<file path="config.mk">
export PLATFORM = sky130hd
export DESIGN_NAME = dslope_ctrl
export DESIGN_NICKNAME = d
export VERILOG_FILES = /design/src/rtl/dslope_pkg.sv /design/src/rtl/dslope_sync.sv /design/src/rtl/dslope_timer.sv /design/src/rtl/dslope_fsm.sv /design/src/rtl/dslope_ctrl.sv
export SDC_FILE = /design/constraint.sdc
export NUM_CORES = 1
export LEC_CHECK = 0
export BUFFER_PORTS_ARGS = -buffer_cell sky130_fd_sc_hd__buf_2
export CAP_MARGIN = 20
export CORE_MARGIN = 5
export CORE_UTILIZATION = 50
export DETAILED_ROUTE_END_ITERATION = 10
export GPL_TIMING_DRIVEN = 0
export HOLD_SLACK_MARGIN = 0.15
export PLACE_DENSITY = 0.72
export SYNTH_ARGS = -nofsm -noshare
export SYNTH_HDL_FRONTEND = slang
export SYNTH_SLANG_ARGS = --single-unit
</file>
<file path="constraint.sdc">
create_clock -name clk -period 1.3 [get_ports clk]
set_input_delay 0.195 -clock clk [delete_from_list [all_inputs] [get_ports clk]]
set_output_delay 0.195 -clock clk [all_outputs]
set_load 0.03 [all_outputs]
</file>
<file path="src/rtl/dslope_pkg.sv">
package dslope_pkg;

  // Conversion phases; order carries no meaning outside the controller.
  typedef enum logic [2:0] {
    ST_IDLE  = 3'd0,
    ST_DUMP  = 3'd1,
    ST_INTEG = 3'd2,
    ST_DEINT = 3'd3,
    ST_DONE  = 3'd4
  } conv_state_e;

endpackage

</file>
<file path="src/rtl/dslope_sync.sv">
module dslope_sync #(
  parameter int STAGES = 2
) (
  input  logic clk,
  input  logic rst_n,
  input  logic d_i,
  output logic q_o
);

  logic [STAGES-1:0] chain_q;

  always_ff @(posedge clk or negedge rst_n) begin
    if (!rst_n) begin
      chain_q <= '0;
    end else begin
      chain_q[0] <= d_i;
      for (int i = 1; i < STAGES; i++) begin
        chain_q[i] <= chain_q[i-1];
      end
    end
  end

  assign q_o = chain_q[STAGES-1];

endmodule

</file>
<file path="src/rtl/dslope_timer.sv">
module dslope_timer #(
  parameter int W = 9
) (
  input  logic         clk,
  input  logic         rst_n,
  input  logic         clr_i,
  input  logic         en_i,
  output logic [W-1:0] cnt_o
);

  logic [W-1:0] cnt_q;
  logic [W-1:0] cnt_d;
  logic         cnt_ce;

  assign cnt_ce = clr_i | en_i;

  always_comb begin
    cnt_d = cnt_q;
    if (clr_i) begin
      cnt_d = '0;
    end else if (en_i) begin
      cnt_d = cnt_q + 1'b1;
    end
  end

  always_ff @(posedge clk or negedge rst_n) begin
    if (!rst_n) begin
      cnt_q <= '0;
    end else if (cnt_ce) begin
      cnt_q <= cnt_d;
    end
  end

  assign cnt_o = cnt_q;

  // the controller never asks the counter to step past its top value
  p_no_wrap_r5: assert property (@(posedge clk) disable iff (!rst_n)
    (en_i && !clr_i) |-> (cnt_q != {W{1'b1}}));

endmodule

</file>
<file path="src/rtl/dslope_fsm.sv">
module dslope_fsm
  import dslope_pkg::*;
#(
  parameter int RES_W   = 8,
  parameter int CLR_CYC = 4,
  parameter int CNT_W   = RES_W + 1
) (
  input  logic             clk,
  input  logic             rst_n,
  input  logic             start_i,
  input  logic             cross_i,
  input  logic [CNT_W-1:0] cnt_i,
  output logic             cnt_clr_o,
  output logic             cnt_en_o,
  output logic             dump_o,
  output logic             sel_in_o,
  output logic             sel_ref_o,
  output logic             busy_o,
  output logic             valid_o,
  output logic [CNT_W-1:0] result_o,
  output logic             ovr_o
);

  localparam int              INT_LEN   = 1 << RES_W;
  localparam logic [CNT_W-1:0] DUMP_LAST = CNT_W'(CLR_CYC - 1);
  localparam logic [CNT_W-1:0] INT_LAST  = CNT_W'(INT_LEN - 1);
  localparam logic [CNT_W-1:0] FULL      = CNT_W'(INT_LEN);

  conv_state_e      state_q, state_d;
  logic [CNT_W-1:0] res_q, res_d;
  logic             ovr_q, ovr_d;
  logic             res_ld;

  // Next-state, counter control and result capture
  always_comb begin
    state_d   = state_q;
    cnt_clr_o = 1'b0;
    cnt_en_o  = 1'b0;
    res_d     = res_q;
    ovr_d     = ovr_q;
    res_ld    = 1'b0;
    unique case (state_q)
      ST_IDLE: begin
        cnt_clr_o = 1'b1;
        if (start_i) state_d = ST_DUMP;
      end
      ST_DUMP: begin
        if (cnt_i == DUMP_LAST) begin
          cnt_clr_o = 1'b1;
          state_d   = ST_INTEG;
        end else begin
          cnt_en_o = 1'b1;
        end
      end
      ST_INTEG: begin
        if (cnt_i == INT_LAST) begin
          cnt_clr_o = 1'b1;
          state_d   = ST_DEINT;
        end else begin
          cnt_en_o = 1'b1;
        end
      end
      ST_DEINT: begin
        if (cross_i) begin
          res_d     = cnt_i;
          ovr_d     = 1'b0;
          res_ld    = 1'b1;
          cnt_clr_o = 1'b1;
          state_d   = ST_DONE;
        end else if (cnt_i == FULL) begin
          res_d     = FULL;
          ovr_d     = 1'b1;
          res_ld    = 1'b1;
          cnt_clr_o = 1'b1;
          state_d   = ST_DONE;
        end else begin
          cnt_en_o = 1'b1;
        end
      end
      ST_DONE: begin
        cnt_clr_o = 1'b1;
        state_d   = ST_IDLE;
      end
      default: begin
        cnt_clr_o = 1'b1;
        state_d   = ST_IDLE;
      end
    endcase
  end

  always_ff @(posedge clk or negedge rst_n) begin
    if (!rst_n) begin
      state_q <= ST_IDLE;
    end else begin
      state_q <= state_d;
    end
  end

  always_ff @(posedge clk or negedge rst_n) begin
    if (!rst_n) begin
      res_q <= '0;
      ovr_q <= 1'b0;
    end else if (res_ld) begin
      res_q <= res_d;
      ovr_q <= ovr_d;
    end
  end

  assign dump_o    = (state_q == ST_DUMP);
  assign sel_in_o  = (state_q == ST_INTEG);
  assign sel_ref_o = (state_q == ST_DEINT);
  assign busy_o    = (state_q != ST_IDLE);
  assign valid_o   = (state_q == ST_DONE);
  assign result_o  = res_q;
  assign ovr_o     = ovr_q;

  // strobe lasts one cycle
  p_valid_once_r6: assert property (@(posedge clk) disable iff (!rst_n)
    valid_o |=> !valid_o);

  // overrange always reports full scale
  p_ovr_full_r5: assert property (@(posedge clk) disable iff (!rst_n)
    (valid_o && ovr_o) |-> (result_o == FULL));

  // result bounded by the integrate length
  p_bound_r5: assert property (@(posedge clk) disable iff (!rst_n)
    valid_o |-> (result_o <= FULL));

  // outputs hold between strobes
  p_hold_r7: assert property (@(posedge clk) disable iff (!rst_n)
    !valid_o |-> ($stable(result_o) && $stable(ovr_o)));

  // reference follows the input phase directly
  p_order_r3: assert property (@(posedge clk) disable iff (!rst_n)
    $fell(sel_in_o) |-> sel_ref_o);

  // integration is always preceded by the dump window
  p_dump_first_r2: assert property (@(posedge clk) disable iff (!rst_n)
    $rose(sel_in_o) |-> $past(dump_o));

  // switch controls mutually exclusive
  p_excl_r3: assert property (@(posedge clk) disable iff (!rst_n)
    $onehot0({dump_o, sel_in_o, sel_ref_o}));

  // once busy, stays busy until the strobe cycle has passed
  p_busy_r8: assert property (@(posedge clk) disable iff (!rst_n)
    (busy_o && !valid_o) |=> busy_o);

endmodule

</file>
<file path="src/rtl/dslope_ctrl.sv">
module dslope_ctrl #(
  parameter int RES_W       = 8,
  parameter int CLR_CYC     = 4,
  parameter int SYNC_STAGES = 2
) (
  input  logic             clk,
  input  logic             rst_n,
  input  logic             start_i,
  input  logic             cmp_i,
  output logic             dump_o,
  output logic             sel_in_o,
  output logic             sel_ref_o,
  output logic             busy_o,
  output logic             valid_o,
  output logic [RES_W:0]   result_o,
  output logic             ovr_o
);

  localparam int CNT_W = RES_W + 1;

  logic [1:0]       rst_pipe_q;
  logic             rst_sync_n;
  logic             cross_s;
  logic             cnt_clr;
  logic             cnt_en;
  logic [CNT_W-1:0] cnt;

  // Asynchronous assert, synchronous release
  always_ff @(posedge clk or negedge rst_n) begin
    if (!rst_n) begin
      rst_pipe_q <= 2'b00;
    end else begin
      rst_pipe_q <= {rst_pipe_q[0], 1'b1};
    end
  end

  assign rst_sync_n = rst_pipe_q[1];

  dslope_sync #(
    .STAGES(SYNC_STAGES)
  ) u_cmp_sync (
    .clk  (clk),
    .rst_n(rst_sync_n),
    .d_i  (cmp_i),
    .q_o  (cross_s)
  );

  dslope_timer #(
    .W(CNT_W)
  ) u_timer (
    .clk  (clk),
    .rst_n(rst_sync_n),
    .clr_i(cnt_clr),
    .en_i (cnt_en),
    .cnt_o(cnt)
  );

  dslope_fsm #(
    .RES_W  (RES_W),
    .CLR_CYC(CLR_CYC),
    .CNT_W  (CNT_W)
  ) u_fsm (
    .clk      (clk),
    .rst_n    (rst_sync_n),
    .start_i  (start_i),
    .cross_i  (cross_s),
    .cnt_i    (cnt),
    .cnt_clr_o(cnt_clr),
    .cnt_en_o (cnt_en),
    .dump_o   (dump_o),
    .sel_in_o (sel_in_o),
    .sel_ref_o(sel_ref_o),
    .busy_o   (busy_o),
    .valid_o  (valid_o),
    .result_o (result_o),
    .ovr_o    (ovr_o)
  );

endmodule

</file>
==> flow_summary.toml <==
[run_status]
status = "finished with violations"
violated_checks = "setup timing"

[setup_path]
worst_path_maximum_fanout = 4
cp_cell_sequence = "nor4_4, a41oi_4, a211oi_4, buf_6, nor2_1"
crit_slowest_cell = "sky130_fd_sc_hd__dfrtp_2"
worst_path_largest_cell_delay_ps = 460
path_class = "reg -> reg"
buffer_and_inverter_count_on_the_worst_path = 1
critical_path_data_arrival_time_ps = 1900
crit_path_end_kind = "flop"
cpLargestDelayFamily = "compound AO/OA/AOI/OAI gates"
worst-endpoint-required_ps = 1530
start_kind = "flop"

[timing]
relSlewSlack = 0.385
finalMaxSlewViolations = 0
grt_setup_unrepaired = "true"
post-route-worst-setup-slack_ps = -379
final_period_minus_worst_setup_slack_ps = 1680
timing.final.hold_violations = 0
finClkSkew_ps = 2.90
setup_violations = 27
timing_worst_slew_pin_value_ps = 923
layout_worst_path_cycle_share = 1.29
max_clock_freq_mhz = 596

[min_path]
hold_path_class = "in -> async"

[detailed_routing]
routed_wire_length_per_instance_um = 17.2
detailroute.via_count = 917
first_pass_iters = 4
viasPerCell = 5.49
drt_drc_violations_left = 0
antenna_violating_nets_post_route = 0
drt_wl_total_mm = 2.88
dr.first_iter.drc_count = 6

[yosys]
ys_flop_type = "sky130_fd_sc_hd__dfrtp_1"
number_of_warnings_printed_during_yosys_synthesis = 0
synth.net_count = 103
synth_largest_type_area_fraction = 0.574
postSynthAreaPerCell_um2 = 11.8
synth.cell_area_um2 = 1130
synthCells = 96
yosys-top-cells-area = "sky130_fd_sc_hd__dfrtp_1 (57%), sky130_fd_sc_hd__a22o_1 (6.2%), sky130_fd_sc_hd__nor2_1 (4.0%)"
seq_area_frac_synth = 0.574
synth.ff_latch_count = 26
distinct_cell_type_count_of_the_synthesized_netlist = 34
yosysTopAreaCell = "sky130_fd_sc_hd__dfrtp_1"
synth-edff-count = 0
ys_async_sr_fraction = 1.00

[die]
design.die.area_um2 = 3320
die_width_um = 57.6
ios = 19
chipHeight_um = 57.6
core_region_area_um2 = 2190
rows = 17
start_util = 0.517

[global_route]
grt_pass1_wl_mm = 4.31
maximum_number_of_pins_on_one_net_before_global_route_repair = 25
number_of_global_route_vias_before_repair = 925
groute.usage.overall = 0.168
globalRoute.totalOverflow = 0
number_of_antenna_violations_at_the_first_check_in_global_routing = 0

[cells_and_area]
drive_gt1_frac = 0.561
nNetsFinal = 148
area_growth_syn_to_layout_pct = 44.5
postLayoutCellArea_um2 = 1640
diodes = 0
final_util = 0.748

[power]
combPwrFrac = 0.417
cellLeakagePower_nw = 0.771
seqPwrFrac = 0.458
vdd_drop_max_uv = 1390
p_clk_frac = 0.125
p_per_area_nw_per_um2 = 1680
net-switching-power_mw = 1.09
int_pwr_mw = 1.66
switching_share = 0.396

[clock_tree]
path_clk_slew_ps = 130
ctsHtreeMaxLevel = 1
cts.root.buffer_cell = "sky130_fd_sc_hd__clkbuf_4"
cts_tree = "yes"
clkSinkCount = 26
worstSkewPairLatency_ps = 330
cts-root-to-sink-buffers = 2
cts_inserted_buffers = 3

[placement]
dpl.hpwl_mm = 1.55
number_of_i_o_port_buffers = 18
preCtsSetupSlack_ps = -580
gpl_wtd_cong = 0.757
post_dp_cell_area_um2 = 1330

[flow_run]
max_cap_violations = 0
## final cells by class
| type | instances | area (um2) |
|---|---|---|
| multi-input combinational | 60 | 554 |
| timing repair buffer | 42 | 327 |
| sequential | 26 | 658 |
| clock buffer | 3 | 22.5 |
| fill | 133 | 553 |
| inverter | 6 | 22.5 |
| tap | 28 | 35.0 |
| buffer | 2 | 18.8 |
## worst reg2reg max path: cells and delay by family, from the launching register on
kind	cells	cell delay, ps
AO/OA/AOI/OAI	2	540
flip-flops	1	460
AND/OR/NAND/NOR	2	410
buffers and inverters	1	160
## placed cells by master (no fill, tap or decap), drive strengths merged, types with 2 or more instances in the layout
cell	instances
nand2b	2
a22o	8
nor3b	2
nand3	3
xor2	2
ha	3
xnor2	5
nor2	12
clkbuf	3
dfrtp	26
dlygate4sd3	2
buf	42
nor3	2
nand2	3
inv	6
a21oi	2
## through the flow
step / total power, mW / instances / hold slack, ps / setup TNS, ps
finish: 2.75 / 167 / 159 / -8180
global route: 2.93 / 167 / 160 / -9960
CTS: 2.65 / 165 / 171 / -7260
detailed placement: 2.15 / 142 / -16.9 / -9830
global placement: 2.11 / 142 / -20.1 / -9240
floorplan: 1.91 / 96 / -101 / -6040
## cells by family after synthesis
group	after synthesis	synth area share
AND/OR/NAND/NOR	31	0.160
flip-flops	26	0.574
AO/OA/AOI/OAI	16	0.126
buffers and inverters	11	0.0408
XOR/XNOR	7	0.0541
adder cells (fa/ha/maj)	3	0.0331
other	1	0.00331
multiplexers	1	0.00883
## cells in the mapped netlist, types with 2 or more instances
| master | instances |
|---|---|
| sky130_fd_sc_hd__xnor2_1 | 5 |
| sky130_fd_sc_hd__buf_2 | 3 |
| sky130_fd_sc_hd__inv_1 | 5 |
| sky130_fd_sc_hd__ha_1 | 3 |
| sky130_fd_sc_hd__nor2_1 | 12 |
| sky130_fd_sc_hd__nand3_1 | 3 |
| sky130_fd_sc_hd__nor3_1 | 2 |
| sky130_fd_sc_hd__dfrtp_1 | 26 |
| sky130_fd_sc_hd__a21oi_1 | 2 |
| sky130_fd_sc_hd__a22o_1 | 8 |
| sky130_fd_sc_hd__nand2_1 | 3 |
| sky130_fd_sc_hd__xor2_1 | 2 |
## final timing paths
| path | startpoint | endpoint | slack, ps | cells after the start |
|---|---|---|---|---|
| worst max-delay path | u_timer.cnt_o[7] | u_timer.cnt_o[6] | -380 | 5 |
| worst min-delay path | rst_n | rst_pipe_q[0] | 160 | 2 |
| worst max register to register | u_timer.cnt_o[7] | u_timer.cnt_o[6] | -380 | 5 |
| worst min register to register | rst_pipe_q[0] | rst_pipe_q[1] | 370 | 0 |
| max in group asynchronous | rst_pipe_q[1] | u_timer.cnt_o[7] | 280 | 0 |
| min in group clk | start_i | u_fsm.state_q[0] | 330 | 4 |
## power by group through the flow
stage,Sequential [mW],Clock [mW],Combinational [mW]
global placement,1.27,0,0.843
CTS,1.24,0.327,1.08
global route,1.30,0.386,1.24
detailed placement,1.29,0,0.859
finish,1.26,0.344,1.15
floorplan,1.44,0,0.478
## sequential cells by signal, summed over array words and instances (netlist names)
signal / count
u_fsm.result_o: 9
u_fsm.state_q: 3
u_timer.cnt_o: 9
u_cmp_sync.chain_q: 2
u_fsm.ovr_o: 1
rst_pipe_q: 2
## layer usage
| layer | up-vias | part of all wire | GRT usage | routed length [um] |
|---|---|---|---|---|
| met5 | - | 0 | 0 | 0 |
| met1 | 482 | 0.39 | 0.213 | 1130 |
| li1 | 416 | - | - | - |
| met2 | 15 | 0.56 | 0.292 | 1610 |
| met3 | 4 | 0.029 | 0.0290 | 82 |
| met4 | 0 | 0.017 | 0.0497 | 50 |
## timing repair
| action | 4_1_cts | 5_1_grt |
|---|---|---|
| resized for setup | 26 | 7 |
| endpoints found under the setup margin | 27 | 27 |
| endpoints found under the hold margin | 3 | 0 |
| setup buffers | 20 | 2 |
| pin swaps | 10 | 2 |
| hold buffers | 2 | 0 |
| cloned | 1 | 0 |
(Power assumes the default switching activity.)
